==> config.mk <==
export PLATFORM = sky130hd
export DESIGN_NAME = spad_xfer_top
export DESIGN_NICKNAME = d
export VERILOG_FILES = /design/src/rtl/spad_pkg.sv /design/src/rtl/spad_bit_asm.sv /design/src/rtl/spad_mem.sv /design/src/rtl/spad_status.sv /design/src/rtl/spad_xfer_top.sv
export SDC_FILE = /design/constraint.sdc
export NUM_CORES = 1
export LEC_CHECK = 0
export ABC_AREA = 1
export CAP_MARGIN = 20
export CORE_MARGIN = 10
export CORE_UTILIZATION = 61
export DETAILED_ROUTE_END_ITERATION = 8
export GPL_TIMING_DRIVEN = 0
export HOLD_SLACK_MARGIN = 0.15
export PLACE_DENSITY = 0.84
export SYNTH_ARGS = -nofsm -noshare
export SYNTH_HDL_FRONTEND = slang
export SYNTH_SLANG_ARGS = --single-unit
==> constraint.sdc <==
create_clock -name clk -period 4 [get_ports clk]
set_input_delay 0.8 -clock clk [delete_from_list [all_inputs] [get_ports clk]]
set_output_delay 0.8 -clock clk [all_outputs]
set_load 0.005 [all_outputs]
==> src/rtl/spad_pkg.sv <==
package spad_pkg;
  typedef enum logic [1:0] {
    FILL_IDLE = 2'd0,
    FILL_RUN  = 2'd1,
    FILL_DONE = 2'd2
  } fill_state_t;
endpackage

==> src/rtl/spad_bit_asm.sv <==
module spad_bit_asm #(
  parameter int unsigned BYTE_W = 8,
  localparam int unsigned CNT_W = $clog2(BYTE_W)
) (
  input  logic              clk,
  input  logic              rst,
  input  logic              clear,
  input  logic              take,
  input  logic              bit_in,
  output logic              commit,
  output logic [BYTE_W-1:0] byte_out,
  output logic              frag
);
  localparam logic [CNT_W-1:0] CNT_LAST = CNT_W'(BYTE_W - 1);

  logic [CNT_W-1:0]  cnt_q;
  logic [BYTE_W-1:0] sh_q;

  // LSB-first: each new bit enters at the top and slides down.
  always_ff @(posedge clk) begin
    if (rst) begin
      cnt_q <= '0;
      sh_q  <= '0;
    end else if (clear) begin
      cnt_q <= '0;
    end else if (take) begin
      sh_q  <= {bit_in, sh_q[BYTE_W-1:1]};
      cnt_q <= (cnt_q == CNT_LAST) ? '0 : cnt_q + 1'b1;
    end
  end

  always_comb begin
    commit   = take && (cnt_q == CNT_LAST);
    byte_out = {bit_in, sh_q[BYTE_W-1:1]};
    frag     = (cnt_q != '0);
  end

  // a stored byte always resets the bit count
  a_r3_count_wraps: assert property (@(posedge clk) disable iff (rst)
    (commit && !clear) |=> !frag);
endmodule

==> src/rtl/spad_mem.sv <==
module spad_mem #(
  parameter int unsigned DEPTH  = 64,
  parameter int unsigned BYTE_W = 8,
  localparam int unsigned AW = $clog2(DEPTH)
) (
  input  logic              clk,
  input  logic              we,
  input  logic [AW-1:0]     waddr,
  input  logic [BYTE_W-1:0] wdata,
  input  logic [AW-1:0]     raddr,
  output logic [BYTE_W-1:0] rdata
);
  logic [BYTE_W-1:0] mem [DEPTH];

  always_ff @(posedge clk) begin
    if (we) mem[waddr] <= wdata;
    rdata <= mem[raddr];
  end
endmodule

==> src/rtl/spad_status.sv <==
module spad_status
  import spad_pkg::*;
#(
  parameter int unsigned DEPTH = 64,
  localparam int unsigned OFF_W = $clog2(DEPTH)
) (
  input  logic             clk,
  input  logic             rst,
  input  logic             wr_start,
  input  logic [OFF_W-1:0] start_off,
  input  logic             commit,
  input  logic             frag,
  input  logic             xfer_end,
  input  logic             copy_pulse,
  input  logic             pwr_loss,
  output logic             accept,
  output logic [OFF_W-1:0] wptr,
  output logic [OFF_W-1:0] end_off,
  output logic             partial,
  output logic             copied
);
  localparam logic [OFF_W-1:0] OFF_LAST = OFF_W'(DEPTH - 1);

  fill_state_t st_q;

  always_ff @(posedge clk) begin
    if (rst) begin
      st_q    <= FILL_IDLE;
      wptr    <= '0;
      end_off <= '0;
    end else if (wr_start) begin
      st_q <= FILL_RUN;
      wptr <= start_off;
    end else begin
      if (commit) begin
        end_off <= wptr;
        if (wptr == OFF_LAST) st_q <= FILL_DONE;
        else                  wptr <= wptr + 1'b1;
      end
      if (xfer_end) st_q <= FILL_IDLE;
    end
  end

  always_ff @(posedge clk) begin
    if (rst) begin
      partial <= 1'b1;
    end else if (pwr_loss) begin
      partial <= 1'b1;
    end else if (xfer_end && st_q != FILL_IDLE) begin
      partial <= frag;
    end
  end

  always_ff @(posedge clk) begin
    if (rst)             copied <= 1'b0;
    else if (wr_start)   copied <= 1'b0;
    else if (copy_pulse) copied <= 1'b1;
  end

  assign accept = (st_q == FILL_RUN);

  // a write command always leaves the copy flag clear
  a_r8_write_clears_copy: assert property (@(posedge clk) disable iff (rst)
    wr_start |=> !copied);
  // power loss always marks the buffer partial
  a_r7_power_sets_partial: assert property (@(posedge clk) disable iff (rst)
    pwr_loss |=> partial);
  // once the buffer is full the ending offset is frozen
  a_r5_full_freezes_offset: assert property (@(posedge clk) disable iff (rst)
    (st_q == FILL_DONE) |=> $stable(end_off));
  // an incomplete byte at end of write sets the flag
  a_r6_fragment_sets_partial: assert property (@(posedge clk) disable iff (rst)
    (xfer_end && accept && frag && !wr_start) |=> partial);
endmodule

==> src/rtl/spad_xfer_top.sv <==
module spad_xfer_top #(
  parameter int unsigned DEPTH   = 64,
  parameter int unsigned BYTE_W  = 8,
  parameter int unsigned REV_W   = 3,
  parameter int unsigned REV_VAL = 0,
  localparam int unsigned OFF_W  = $clog2(DEPTH)
) (
  input  logic              clk,
  input  logic              rst,
  input  logic              cmd_start,
  input  logic              cmd_write,
  input  logic [BYTE_W-1:0] addr_lo_in,
  input  logic [BYTE_W-1:0] addr_hi_in,
  input  logic              bit_stb,
  input  logic              bit_in,
  input  logic              xfer_end,
  input  logic              copy_done,
  input  logic              power_lost,
  input  logic [OFF_W-1:0]  rd_addr,
  output logic [BYTE_W-1:0] tgt_lo,
  output logic [BYTE_W-1:0] tgt_hi,
  output logic [BYTE_W-1:0] status_byte,
  output logic [BYTE_W-1:0] version_byte,
  output logic [BYTE_W-1:0] rd_data
);
  logic              wr_start, accept, take, commit, frag, partial, copied;
  logic [OFF_W-1:0]  wptr, end_off;
  logic [BYTE_W-1:0] new_byte;

  assign wr_start = cmd_start && cmd_write;
  assign take     = bit_stb && accept && !cmd_start;

  always_ff @(posedge clk) begin
    if (rst) begin
      tgt_lo <= '0;
      tgt_hi <= '0;
    end else if (cmd_start) begin
      tgt_lo <= addr_lo_in;
      tgt_hi <= addr_hi_in;
    end
  end

  spad_bit_asm #(.BYTE_W(BYTE_W)) i_asm (
    .clk(clk), .rst(rst), .clear(wr_start), .take(take), .bit_in(bit_in),
    .commit(commit), .byte_out(new_byte), .frag(frag)
  );

  spad_status #(.DEPTH(DEPTH)) i_stat (
    .clk(clk), .rst(rst), .wr_start(wr_start), .start_off(addr_lo_in[OFF_W-1:0]),
    .commit(commit), .frag(frag), .xfer_end(xfer_end), .copy_pulse(copy_done),
    .pwr_loss(power_lost), .accept(accept), .wptr(wptr), .end_off(end_off),
    .partial(partial), .copied(copied)
  );

  spad_mem #(.DEPTH(DEPTH), .BYTE_W(BYTE_W)) i_mem (
    .clk(clk), .we(commit), .waddr(wptr), .wdata(new_byte),
    .raddr(rd_addr), .rdata(rd_data)
  );

  always_comb begin
    status_byte = '0;
    status_byte[OFF_W-1:0] = end_off;
    status_byte[OFF_W]     = partial;
    status_byte[OFF_W+1]   = copied;
  end

  localparam logic [REV_W-1:0] REV_BITS = REV_W'(REV_VAL);
  for (genvar g = 0; g < BYTE_W; g++) begin : g_ver
    if (g >= BYTE_W - REV_W) begin : g_rev
      assign version_byte[g] = REV_BITS[g - (BYTE_W - REV_W)];
    end else begin : g_zero
      assign version_byte[g] = 1'b0;
    end
  end

  // idle strobes never write the buffer
  a_r11_idle_no_store: assert property (@(posedge clk) disable iff (rst)
    (bit_stb && !accept) |-> !commit);
  // a read command leaves the status byte untouched
  a_r1_read_keeps_status: assert property (@(posedge clk) disable iff (rst)
    (cmd_start && !cmd_write && !bit_stb && !xfer_end && !copy_done && !power_lost)
      |=> $stable(status_byte));
endmodule

==> results.cfg <==
[sta]
final.setup.tns_ns = 0
grt_setup_unrepaired = no
skew_ns = 0.01851
hold_viol = 0
worst_slew_pin_slew_ns = 1.108
report.final.slew_viol_count = 0
fin_crit_ns = 3.166
fmax_ghz = 0.3159
period_share = 0.7914
slew_headroom = 0.2587
finalSetupViolations = 0

[cts]
clock_latency_ns = 0.61
cts_buffer_depth = 3
cts.sinks = 562
numCtsBuffers = 53
hold_buffers = 0
clk_pin_slew_ns = 0.06
cts_setup_buffers = 0
tritoncts = yes
htreeDepth = 2
root_buffer = clkbuf_16
cts_resized = 0

[worst_hold_path]
min_path_type = flip-flop to flip-flop

[synthesis]
syn-instance-count = 2027
netlist_area_sq_um = 22830
syn_avg_cell_area_sq_um = 11.26
synth_ff_type = edfxtp_1
ys_seq_area_frac = 0.7174
synth_edf_count = 512
synth.area.top_cells = edfxtp_1, nand2_1, nand3_1
yosys_warnings = 0
synth_cell_types = 33
yosysTopAreaCell = edfxtp_1
async_flop_share = 0
synth.top_cell.area_share = 0.6735
synthTopCellsByCount = nand2_1, edfxtp_1, nand3_1
synth.most_common_cell = nand2_1
synth_seq_cells = 562

[outcome]
status = finished, final reports clean

[floorplanning]
pin_count = 71
initial_core_util = 0.6205
dieArea_sq_um = 45560
rows = 70
die_h_microns = 213.4
die_w_microns = 213.4
core_sq_um = 36790

[route]
drt-pass1-iter-count = 8
via_count = 16700
drt_iter0_drc = 2475
routedWlPerCell_microns = 24.90
drc = 0
wl_met3_microns = 9508
drt-met1-wl_microns = 24100
viasPerCell = 6.263
met2_wirelength_microns = 30330
ant_nets = 0
routed.top_layer = met5
wl_microns = 66370

[layout]
synthToLayoutAreaGrowth_pct = 13.13
drive_gt1_frac = 0.08652
postLayoutCoreUtil = 0.7020
multi_input_area_sq_um = 5746
regArea_sq_um = 16380
fillerInstances = 2475
final_net_count = 2188

[critical_path]
worst-path-buf-inv = 1
cp_top_family = simple AND/OR/NAND/NOR gates
crit_required_ns = 4.23
cp_max_fo = 10
arrival_ns = 3.39
end_kind = flip-flop
critPathMaxStageDelay_ns = 0.92
path_cells = clkdlybuf4s50_1 > nand2_1 > nor3_4 > nand2_4 > nor2_4 > nand2_1 > nor2_1
cpMaxStageDelayCell = nor2_1
cp-start-kind = input pin
crit_path_frequent_cell = nand2_1
critPathKind = input pin to flip-flop

[job]
cap_violations = 0

[pwr]
power.density_nw_per_um2 = 467.0
ir_drop_v = 0.0003496
p_leak_nw = 9.340

[global_routing]
grt_max_degree = 43
grt_pass1_vias = 15830
grtUsageTotal = 0.2934
grt_pass1_wl_microns = 97880
grt-ovfl-total = 0
antenna_found_initial = 1

[place]
io_buffers = 56
gp_congestion = 0.9680
hpwl_microns = 45370
-- kinds of logic after synthesis --
kind of cell,after synthesis,share of synthesized area
other cells,1,0.0001643
mux,1,0.0004385
fa+ha+maj,4,0.002193
compound gates,62,0.01496
flops,562,0.7174
buf+inv,153,0.03207
simple gates,1243,0.2324
xor+xnor,1,0.0003838
-- sequential cells by signal, summed over array words and instances (netlist names) --
signal	count
tgt_hi	8
i_asm.sh_q	7
i_stat.wptr	6
i_stat.partial	1
i_stat.st_q	2
i_mem.rdata	8
tgt_lo	8
i_asm.cnt_q	3
i_stat.copied	1
i_stat.end_off	6
i_mem.mem	512
-- path summary, 6_finish.rpt --
path | start | to | slack [ns] | depth (start not counted)
min reg2reg | i_stat.end_off[0] | i_stat.end_off[0] | 0.48 | 1
max | bit_stb | i_mem.mem[31][2] | 0.83 | 7
min | i_stat.end_off[0] | i_stat.end_off[0] | 0.48 | 1
max reg2reg | i_stat.st_q[0] | i_mem.mem[31][2] | 1.12 | 6
-- per-stage QoR --
stage               hold slack [ns]  area, sq um  worst slack, ns  power (mW)  std cells
finish                       0.4826        25820           0.8344       12.06       2666
global route                 0.5089        25820           0.7675       12.33       2664
CTS                          0.4807        25820           0.9015       12.02       2664
detailed placement           0.4611        24160           0.2723       7.359       2566
global placement             0.4527        24000           0.2976       7.329       2558
floorplan                    0.4472        22850            1.553       6.992       2034
-- cell usage in the layout, fill, tap and decap left out, drive strengths merged, types with 3 or more instances in the layout --
master and n:
clkinv 20, o21ai 40, conb 8, clkbuf 106, nand2 670, ha 4
buf 107, edfxtp 512, clkdlybuf4s50 55, a21oi 15, nor2 128, inv 26
dfxtp 50, nand3 442, a211oi 3
-- routing by layer --
layer,global-route usage,up-vias
met3,0.09009,172
met4,0.1102,2
met5,0,-
met2,0.4548,1328
li1,-,7289
met1,0.3852,7906
-- area by class of cell --
type | count | area share
Clock buffer | 75 | 0.05838
Tap cell | 468 | 0.02267
Antenna cell | 2 | 0.0001938
Inverter | 24 | 0.003488
Sequential cell | 562 | 0.6344
Buffer | 129 | 0.02485
Timing Repair Buffer | 64 | 0.02771
Multi-Input combinational cell | 1319 | 0.2225
Clock inverter | 23 | 0.005766
-- power by group --
group / internal, mW / total, mW / switching [mW]
Sequential: 6.39 / 6.43 / 0.0375
Clock: 2.64 / 4.79 / 2.15
Combinational: 0.256 / 0.845 / 0.589
Total: 9.28 / 12.1 / 2.78
Power figures use the tool's default switching activity.
